`src/rtl/cfgbus_pkg.sv`:
```
package cfgbus_pkg;

    localparam int PTR_W  = 8;
    localparam int BYTE_W = 8;

    localparam logic [6:0] DEV_ADDR = 7'b0111110;

    localparam logic [PTR_W-1:0] STATUS_IDX = 8'h0F;
    localparam int PG_BIT  = 4;
    localparam int SIL_BIT = 2;

    typedef logic [BYTE_W-1:0] byte_t;
    typedef logic [PTR_W-1:0]  ptr_t;

    typedef enum logic [2:0] {
        ST_IDLE,
        ST_ADDR,
        ST_ADDR_ACK,
        ST_WR_BYTE,
        ST_WR_ACK,
        ST_RD_BYTE,
        ST_RD_ACK,
        ST_IGNORE
    } phase_t;

    // Synchronised bus levels and the events derived from them
    typedef struct packed {
        logic scl;
        logic sda;
        logic scl_rise;
        logic scl_fall;
        logic start;
        logic stop;
    } bus_ev_t;

    // One-cycle register write request
    typedef struct packed {
        logic  en;
        ptr_t  addr;
        byte_t data;
    } wr_req_t;

    function automatic byte_t reset_value(input int idx);
        case (idx)
            14:      return 8'h02;
            16:      return 8'hA8;
            default: return 8'h00;
        endcase
    endfunction

    function automatic byte_t status_byte(input logic pg, input logic sil);
        byte_t b;
        b          = '0;
        b[PG_BIT]  = pg;
        b[SIL_BIT] = sil;
        return b;
    endfunction

endpackage

```
`src/rtl/cfgbus_line_sync.sv`:
```
module cfgbus_line_sync
    import cfgbus_pkg::*;
#(
    parameter int STAGES = 2
) (
    input  logic    clk,
    input  logic    rst,
    input  logic    scl_in,
    input  logic    sda_in,
    output bus_ev_t ev
);

    logic [STAGES-1:0] scl_pipe;
    logic [STAGES-1:0] sda_pipe;
    logic              scl_prev;
    logic              sda_prev;
    logic              scl_now;
    logic              sda_now;

    always_ff @(posedge clk) begin
        if (rst) begin
            scl_pipe <= '1;
            sda_pipe <= '1;
            scl_prev <= 1'b1;
            sda_prev <= 1'b1;
        end else begin
            scl_pipe <= {scl_pipe[STAGES-2:0], scl_in};
            sda_pipe <= {sda_pipe[STAGES-2:0], sda_in};
            scl_prev <= scl_pipe[STAGES-1];
            sda_prev <= sda_pipe[STAGES-1];
        end
    end

    assign scl_now = scl_pipe[STAGES-1];
    assign sda_now = sda_pipe[STAGES-1];

    always_comb begin
        ev.scl      = scl_now;
        ev.sda      = sda_now;
        ev.scl_rise = scl_now & ~scl_prev;
        ev.scl_fall = ~scl_now & scl_prev;
        // SDA edges only count while SCL stays high across both samples
        ev.start    = scl_now & scl_prev & sda_prev & ~sda_now;
        ev.stop     = scl_now & scl_prev & ~sda_prev & sda_now;
    end

endmodule

```
`src/rtl/cfgbus_engine.sv`:
```
module cfgbus_engine
    import cfgbus_pkg::*;
(
    input  logic    clk,
    input  logic    rst,
    input  bus_ev_t ev,
    input  byte_t   rd_data,
    output ptr_t    ptr,
    output wr_req_t wr,
    output logic    sda_oe,
    output logic    standby_req
);

    phase_t     st;
    logic [2:0] bitcnt;
    logic       got8;
    byte_t      rx;
    byte_t      tx;
    logic       ptr_pending;
    logic       was_read;
    logic       m_ack;

    always_ff @(posedge clk) begin
        if (rst) begin
            st          <= ST_IDLE;
            bitcnt      <= '0;
            got8        <= 1'b0;
            rx          <= '0;
            tx          <= '0;
            ptr         <= '0;
            wr          <= '0;
            sda_oe      <= 1'b0;
            standby_req <= 1'b0;
            ptr_pending <= 1'b0;
            was_read    <= 1'b0;
            m_ack       <= 1'b0;
        end else begin
            wr.en       <= 1'b0;
            standby_req <= 1'b0;
            if (ev.start) begin
                st          <= ST_ADDR;
                bitcnt      <= '0;
                got8        <= 1'b0;
                sda_oe      <= 1'b0;
                was_read    <= 1'b0;
                ptr_pending <= 1'b1;
            end else if (ev.stop) begin
                st          <= ST_IDLE;
                sda_oe      <= 1'b0;
                standby_req <= was_read;
                was_read    <= 1'b0;
            end else begin
                case (st)
                    ST_ADDR, ST_WR_BYTE: begin
                        if (ev.scl_rise) begin
                            rx     <= {rx[6:0], ev.sda};
                            bitcnt <= bitcnt + 3'd1;
                            if (bitcnt == 3'd7) got8 <= 1'b1;
                        end else if (ev.scl_fall && got8) begin
                            got8 <= 1'b0;
                            if (st == ST_ADDR) begin
                                if (rx[7:1] == DEV_ADDR) begin
                                    sda_oe   <= 1'b1;
                                    was_read <= rx[0];
                                    st       <= ST_ADDR_ACK;
                                end else begin
                                    st <= ST_IGNORE;
                                end
                            end else begin
                                sda_oe <= 1'b1;
                                st     <= ST_WR_ACK;
                                if (ptr_pending) begin
                                    ptr         <= rx;
                                    ptr_pending <= 1'b0;
                                end else begin
                                    wr.en   <= 1'b1;
                                    wr.addr <= ptr;
                                    wr.data <= rx;
                                    ptr     <= ptr + ptr_t'(1);
                                end
                            end
                        end
                    end
                    ST_ADDR_ACK: begin
                        if (ev.scl_fall) begin
                            bitcnt <= '0;
                            if (was_read) begin
                                tx     <= rd_data;
                                sda_oe <= ~rd_data[7];
                                ptr    <= ptr + ptr_t'(1);
                                st     <= ST_RD_BYTE;
                            end else begin
                                sda_oe <= 1'b0;
                                st     <= ST_WR_BYTE;
                            end
                        end
                    end
                    ST_WR_ACK: begin
                        if (ev.scl_fall) begin
                            sda_oe <= 1'b0;
                            bitcnt <= '0;
                            st     <= ST_WR_BYTE;
                        end
                    end
                    ST_RD_BYTE: begin
                        if (ev.scl_rise) begin
                            bitcnt <= bitcnt + 3'd1;
                            if (bitcnt == 3'd7) got8 <= 1'b1;
                        end else if (ev.scl_fall) begin
                            if (got8) begin
                                got8   <= 1'b0;
                                sda_oe <= 1'b0;
                                st     <= ST_RD_ACK;
                            end else begin
                                tx     <= {tx[6:0], tx[7]};
                                sda_oe <= ~tx[6];
                            end
                        end
                    end
                    ST_RD_ACK: begin
                        if (ev.scl_rise) begin
                            m_ack <= ~ev.sda;
                        end else if (ev.scl_fall) begin
                            if (m_ack) begin
                                tx     <= rd_data;
                                sda_oe <= ~rd_data[7];
                                ptr    <= ptr + ptr_t'(1);
                                bitcnt <= '0;
                                st     <= ST_RD_BYTE;
                            end else begin
                                st <= ST_IGNORE;
                            end
                        end
                    end
                    default: ;
                endcase
            end
        end
    end

    // a rejected address leaves SDA released while ignoring the bus
    p_ignore_quiet_r1: assert property (@(posedge clk) disable iff (rst)
        (st == ST_IGNORE) |-> !sda_oe);

    // the SDA enable moves only while SCL is low, or at START/STOP
    p_oe_scl_low_r3: assert property (@(posedge clk) disable iff (rst)
        (sda_oe != $past(sda_oe)) |-> (!$past(ev.scl) || $past(ev.start) || $past(ev.stop)));

    // after a data write the pointer sits one past the written register
    p_ptr_after_write_r6: assert property (@(posedge clk) disable iff (rst)
        wr.en |-> (ptr == ptr_t'(wr.addr + ptr_t'(1))));

    // the standby request is a single-clock pulse
    p_standby_pulse_r9: assert property (@(posedge clk) disable iff (rst)
        standby_req |=> !standby_req);

    // START rearms address decoding and keeps the pointer
    p_rstart_keeps_ptr_r10: assert property (@(posedge clk) disable iff (rst)
        ev.start |=> (st == ST_ADDR && bitcnt == 3'd0 && ptr == $past(ptr)));

endmodule

```
`src/rtl/cfgbus_regbank.sv`:
```
module cfgbus_regbank
    import cfgbus_pkg::*;
#(
    parameter int NUM_REGS = 17
) (
    input  logic                  clk,
    input  logic                  rst,
    input  wr_req_t               wr,
    input  ptr_t                  rd_addr,
    input  logic                  pwr_good,
    input  logic                  silence,
    output byte_t                 rd_data,
    output logic [8*NUM_REGS-1:0] regs_o
);

    localparam int FLAT_W = 8 * NUM_REGS;

    logic [FLAT_W-1:0] view_flat;

    generate
        for (genvar i = 0; i < NUM_REGS; i++) begin : g_reg
            if (i == int'(STATUS_IDX)) begin : g_ro
                assign view_flat[8*i +: 8] = status_byte(pwr_good, silence);
                assign regs_o[8*i +: 8]    = '0;
            end else begin : g_rw
                byte_t q;
                always_ff @(posedge clk) begin
                    if (rst)
                        q <= reset_value(i);
                    else if (wr.en && wr.addr == ptr_t'(i))
                        q <= wr.data;
                end
                assign view_flat[8*i +: 8] = q;
                assign regs_o[8*i +: 8]    = q;
            end
        end
    endgenerate

    always_comb begin
        rd_data = '0;
        for (int k = 0; k < NUM_REGS; k++) begin
            if (rd_addr == ptr_t'(k)) rd_data = view_flat[8*k +: 8];
        end
    end

    // writes to the status slot or past the bank change no register
    p_discard_ro_r7: assert property (@(posedge clk) disable iff (rst)
        (wr.en && (int'(wr.addr) >= NUM_REGS || wr.addr == STATUS_IDX)) |=> $stable(regs_o));

endmodule

```
`src/rtl/cfgbus_i2c_target.sv`:
```
module cfgbus_i2c_target
    import cfgbus_pkg::*;
#(
    parameter int NUM_REGS    = 17,
    parameter int SYNC_STAGES = 2
) (
    input  logic                  clk,
    input  logic                  rst,
    input  logic                  scl_i,
    input  logic                  sda_i,
    output logic                  sda_oe_o,
    input  logic                  pwr_good_i,
    input  logic                  silence_i,
    output logic                  standby_req_o,
    output logic [8*NUM_REGS-1:0] regs_o
);

    bus_ev_t ev;
    byte_t   rd_data;
    ptr_t    ptr;
    wr_req_t wr;

    cfgbus_line_sync #(.STAGES(SYNC_STAGES)) u_sync (
        .clk    (clk),
        .rst    (rst),
        .scl_in (scl_i),
        .sda_in (sda_i),
        .ev     (ev)
    );

    cfgbus_engine u_engine (
        .clk         (clk),
        .rst         (rst),
        .ev          (ev),
        .rd_data     (rd_data),
        .ptr         (ptr),
        .wr          (wr),
        .sda_oe      (sda_oe_o),
        .standby_req (standby_req_o)
    );

    cfgbus_regbank #(.NUM_REGS(NUM_REGS)) u_bank (
        .clk      (clk),
        .rst      (rst),
        .wr       (wr),
        .rd_addr  (ptr),
        .pwr_good (pwr_good_i),
        .silence  (silence_i),
        .rd_data  (rd_data),
        .regs_o   (regs_o)
    );

endmodule

```
`config.mk`:
```
export PLATFORM = sky130hd
export DESIGN_NAME = cfgbus_i2c_target
export DESIGN_NICKNAME = d
export VERILOG_FILES = /design/src/rtl/cfgbus_pkg.sv /design/src/rtl/cfgbus_line_sync.sv /design/src/rtl/cfgbus_engine.sv /design/src/rtl/cfgbus_regbank.sv /design/src/rtl/cfgbus_i2c_target.sv
export SDC_FILE = /design/constraint.sdc
export NUM_CORES = 1
export LEC_CHECK = 0
export BUFFER_PORTS_ARGS = -buffer_cell sky130_fd_sc_hd__buf_2
export CORE_UTILIZATION = 55
export CTS_CLUSTER_DIAMETER = 120
export DETAILED_ROUTE_END_ITERATION = 8
export GPL_TIMING_DRIVEN = 0
export PLACE_DENSITY_LB_ADDON = 0.12
export SYNTH_ARGS = -nofsm -noshare
export SYNTH_HDL_FRONTEND = slang
export SYNTH_SLANG_ARGS = --single-unit
export TNS_END_PERCENT = 50
```
`constraint.sdc`:
```
create_clock -name clk -period 5.7 [get_ports clk]
set_input_delay 0.285 -clock clk [delete_from_list [all_inputs] [get_ports clk]]
set_output_delay 0.285 -clock clk [all_outputs]
set_load 0.02 [all_outputs]
```
==> results.sh <==
export IMPL_synth_area_leader_cell="dfxtp_1"
export IMPL_avgSynthCellArea_um2=8.072
export IMPL_regArea_um2=3744
export IMPL_syn_to_final_growth_pct=17.30
export IMPL_dp_hpwl_um=25450
export IMPL_synth_edf_count=0
export IMPL_finalCriticalPeriod_ns=3.312
export IMPL_vdd_drop_max_v=0.0002843
export IMPL_multi_input_area_um2=4938
export IMPL_crit_type="reg -> reg"
export IMPL_clkTransAtPathRegs_ns=0.08
export IMPL_crit_required_ns=5.99
export IMPL_antenna_found_initial=0
export IMPL_cts_setup_buffers=0
export IMPL_final_nets=1302
export IMPL_die_area_um2=17090
export IMPL_synthFlopType="dfxtp_1"
export IMPL_num_antenna_cells=0
export IMPL_timing_final_crit_share_pct=58.11
export IMPL_setup_tns_ns=0
export IMPL_cp_arrival_ns=3.61
export IMPL_endpoint="u_engine.tx[0]"
export IMPL_start_util_pct=56.76
export IMPL_synth_seq_area_share_pct=41.08
export IMPL_cts_sinks=187
export IMPL_status="complete, no violations"
export IMPL_synth_async_sr_flop_share_pct=0
export IMPL_grt_pass1_vias=8443
export IMPL_die_width_um=130.7
export IMPL_netlist_area_leader_share_pct=41.08
export IMPL_synth_warnings=0
export IMPL_r2r_start="u_engine.ptr[0]"
export IMPL_track_usage_pct=41.66
export IMPL_fillCellCount=1437
export IMPL_totalWireLength_um=35390
export IMPL_rsz0062_at_grt="no"
export IMPL_powerDensity_nw_per_um2=245.7
export IMPL_syn_area_um2=9114
export IMPL_yosys_top_cells_area="dfxtp_1, mux2i_1, nor2_1"
export IMPL_rows=46
export IMPL_gr_usage_met1_pct=54.66
export IMPL_place_congestion=1.019
export IMPL_gr_total_overflow=0
export IMPL_grt_pass1_wl_um=51560
export IMPL_clock_fmax_mhz=301.9
export IMPL_dieHeight_um=130.7
export IMPL_dr_pass1_iters=6
export IMPL_crit_path_max_fanout=10
export IMPL_critical_path_startpoint="u_engine.ptr[0]"
export IMPL_p_leak_nw=4.469
export IMPL_drtIter0Drc=1152
export IMPL_synthCells=1129
export IMPL_p_clk_share_pct=47.2
export IMPL_end_kind="flip-flop"
export IMPL_yosys_cell_count_top_type="nor2_1"
export IMPL_cts_root_buf="clkbuf_16"
export IMPL_htreeDepth=4
export IMPL_intPower_mw=1.957
export IMPL_yosysUniqueCellTypes=72
export IMPL_netSwitchingFraction_pct=25.50
export IMPL_fin_skew_ns=0.01142
export IMPL_hold_viol_final=0
export IMPL_p_total_mw=2.627
export IMPL_cts_resized_gates=0
export IMPL_rr_worst_depth=9
export IMPL_drv_cap=0
export IMPL_setup_viol=0
export IMPL_vias_per_cell=6.275
export IMPL_critPathLaunchType="flip-flop"
export IMPL_p_sw_mw=0.6699
export IMPL_cts_tree="built"
export IMPL_worst_pin_slew_ns=0.9489
export IMPL_core_um2=16060
export IMPL_ant_nets=0
export IMPL_relSlewSlack_pct=36.74
export IMPL_cts_buffers=17
export IMPL_clock_latency_ns=0.45
export IMPL_ctsHoldBuffers=0
export IMPL_cts_path_max_buffers=2
export IMPL_seqPwrFrac_pct=49.9
export IMPL_hold_path_class="in -> reg"
export IMPL_grt_busiest_layer="met2"
export IMPL_use_met2_pct=63.90
export IMPL_ioPinCount=144
export IMPL_met3_usage_pct=10.91
export IMPL_drive_above_1_share_pct=16.12
export IMPL_ys_ff_latch=187
export IMPL_synth_common_cells="nor2_1, dfxtp_1, nand2_1, mux2i_1, a21oi_1"
export IMPL_num_vias=9531
export IMPL_drc_errors=0
export IMPL_grt_max_degree=20
export IMPL_p_comb_share_pct=2.9
export IMPL_port_buffers=135
export IMPL_reg2reg_to="u_engine.tx[0]"
export IMPL_maxSlewViolCount=0
export IMPL_wl_per_cell_um=23.30
export IMPL_reg2reg_setup_slack_ns=2.39
## power by group through the flow
stage	registers, mW	clock network (mW)	logic (mW)
final	1.31	1.24	0.0752
after global routing	1.31	1.29	0.0788
after CTS	1.31	1.23	0.0723
after detailed placement	1.34	0	0.0718
after global placement	1.34	0	0.0714
after floorplan	1.34	0	0.0464
## stage by stage
stage                     cell area [µm²]  hold WS (ns)  util, %  std cells  worst slack, ns
after floorplan                      9140        0.3888        -       1136            3.579
after global placement              10090        0.3914    62.81       1487            2.597
after detailed placement            10090        0.3941    62.81       1487            2.574
after CTS                           10690       0.02338    66.57       1519            2.550
after global routing                10690       0.02754    66.57       1519            2.301
final                               10690       0.02588    66.57       1519            2.388
## final cells by class
class / count / area share (%)
Buffer: 93 / 3.687
Clock buffer: 17 / 3.979
Clock inverter: 15 / 1.674
Inverter: 17 / 0.5969
Multi-Input combinational cell: 839 / 46.20
Sequential cell: 187 / 35.02
Tap cell: 216 / 2.528
Timing Repair Buffer: 135 / 6.320
## kinds of logic (layout without fill, tap and decap cells)
family | count (synthesis) | in the layout | share of synthesized area, %
buf+inv | 110 | 277 | 5.025
other cells | 1 | 8 | 0.04115
mux | 103 | 103 | 11.31
xor+xnor | 1 | 1 | 0.09612
simple gates | 467 | 467 | 23.72
flops | 187 | 187 | 41.08
fa+ha+maj | 6 | 6 | 0.8237
compound gates | 254 | 254 | 17.90
## cell usage in the layout, fill, tap and decap left out, drive strengths merged, types with 12 or more instances in the layout
master,instances
nor2,201
dfxtp,187
buf,154
nand2,127
mux2i,103
a21oi,102
clkbuf,91
o21ai,34
nand3,26
inv,24
a221oi,18
nor3,15
o22ai,14
or2,13
and2,12
## worst max-delay path, stage by stage (launching register included)
cell,delay [ns]
dfxtp_1,0.48
ha_1,0.31
buf_2,0.31
clkbuf_1,0.44
buf_1,0.55
a2bb2oi_1,0.17
nor2_1,0.12
a221oi_1,0.07
a221oi_1,0.57
o22ai_1,0.14
## flip-flops by register name (all words and copies together) (netlist names), 2 cells and up
name / cells
u_bank.g.g_rw.q: 128
u_engine.wr: 17
u_engine.ptr: 8
u_engine.rx: 8
u_engine.tx: 8
u_engine.bitcnt: 3
u_engine.st: 3
u_sync.scl_pipe: 2
u_sync.sda_pipe: 2
## how the worst min path moves through the flow
stage                        from                  to  slack [ns]  cells after the start
2_1_floorplan               scl_i  u_sync.scl_pipe[0]        0.39                      1
3_3_place_gp   u_sync.scl_pipe[0]  u_sync.scl_pipe[1]        0.39                      1
3_5_place_dp   u_sync.scl_pipe[0]  u_sync.scl_pipe[1]        0.39                      1
4_1_cts                     scl_i  u_sync.scl_pipe[0]        0.02                      2
5_1_grt                     scl_i  u_sync.scl_pipe[0]        0.03                      2
6_report                    scl_i  u_sync.scl_pipe[0]        0.03                      2
## per-layer routing
metal / up-vias / share of wire [%]
met5: - / 0
met4: 0 / 4.5
met3: 128 / 11
met2: 647 / 44
met1: 4480 / 40
li1: 4276 / -
(Power assumes the default switching activity.)
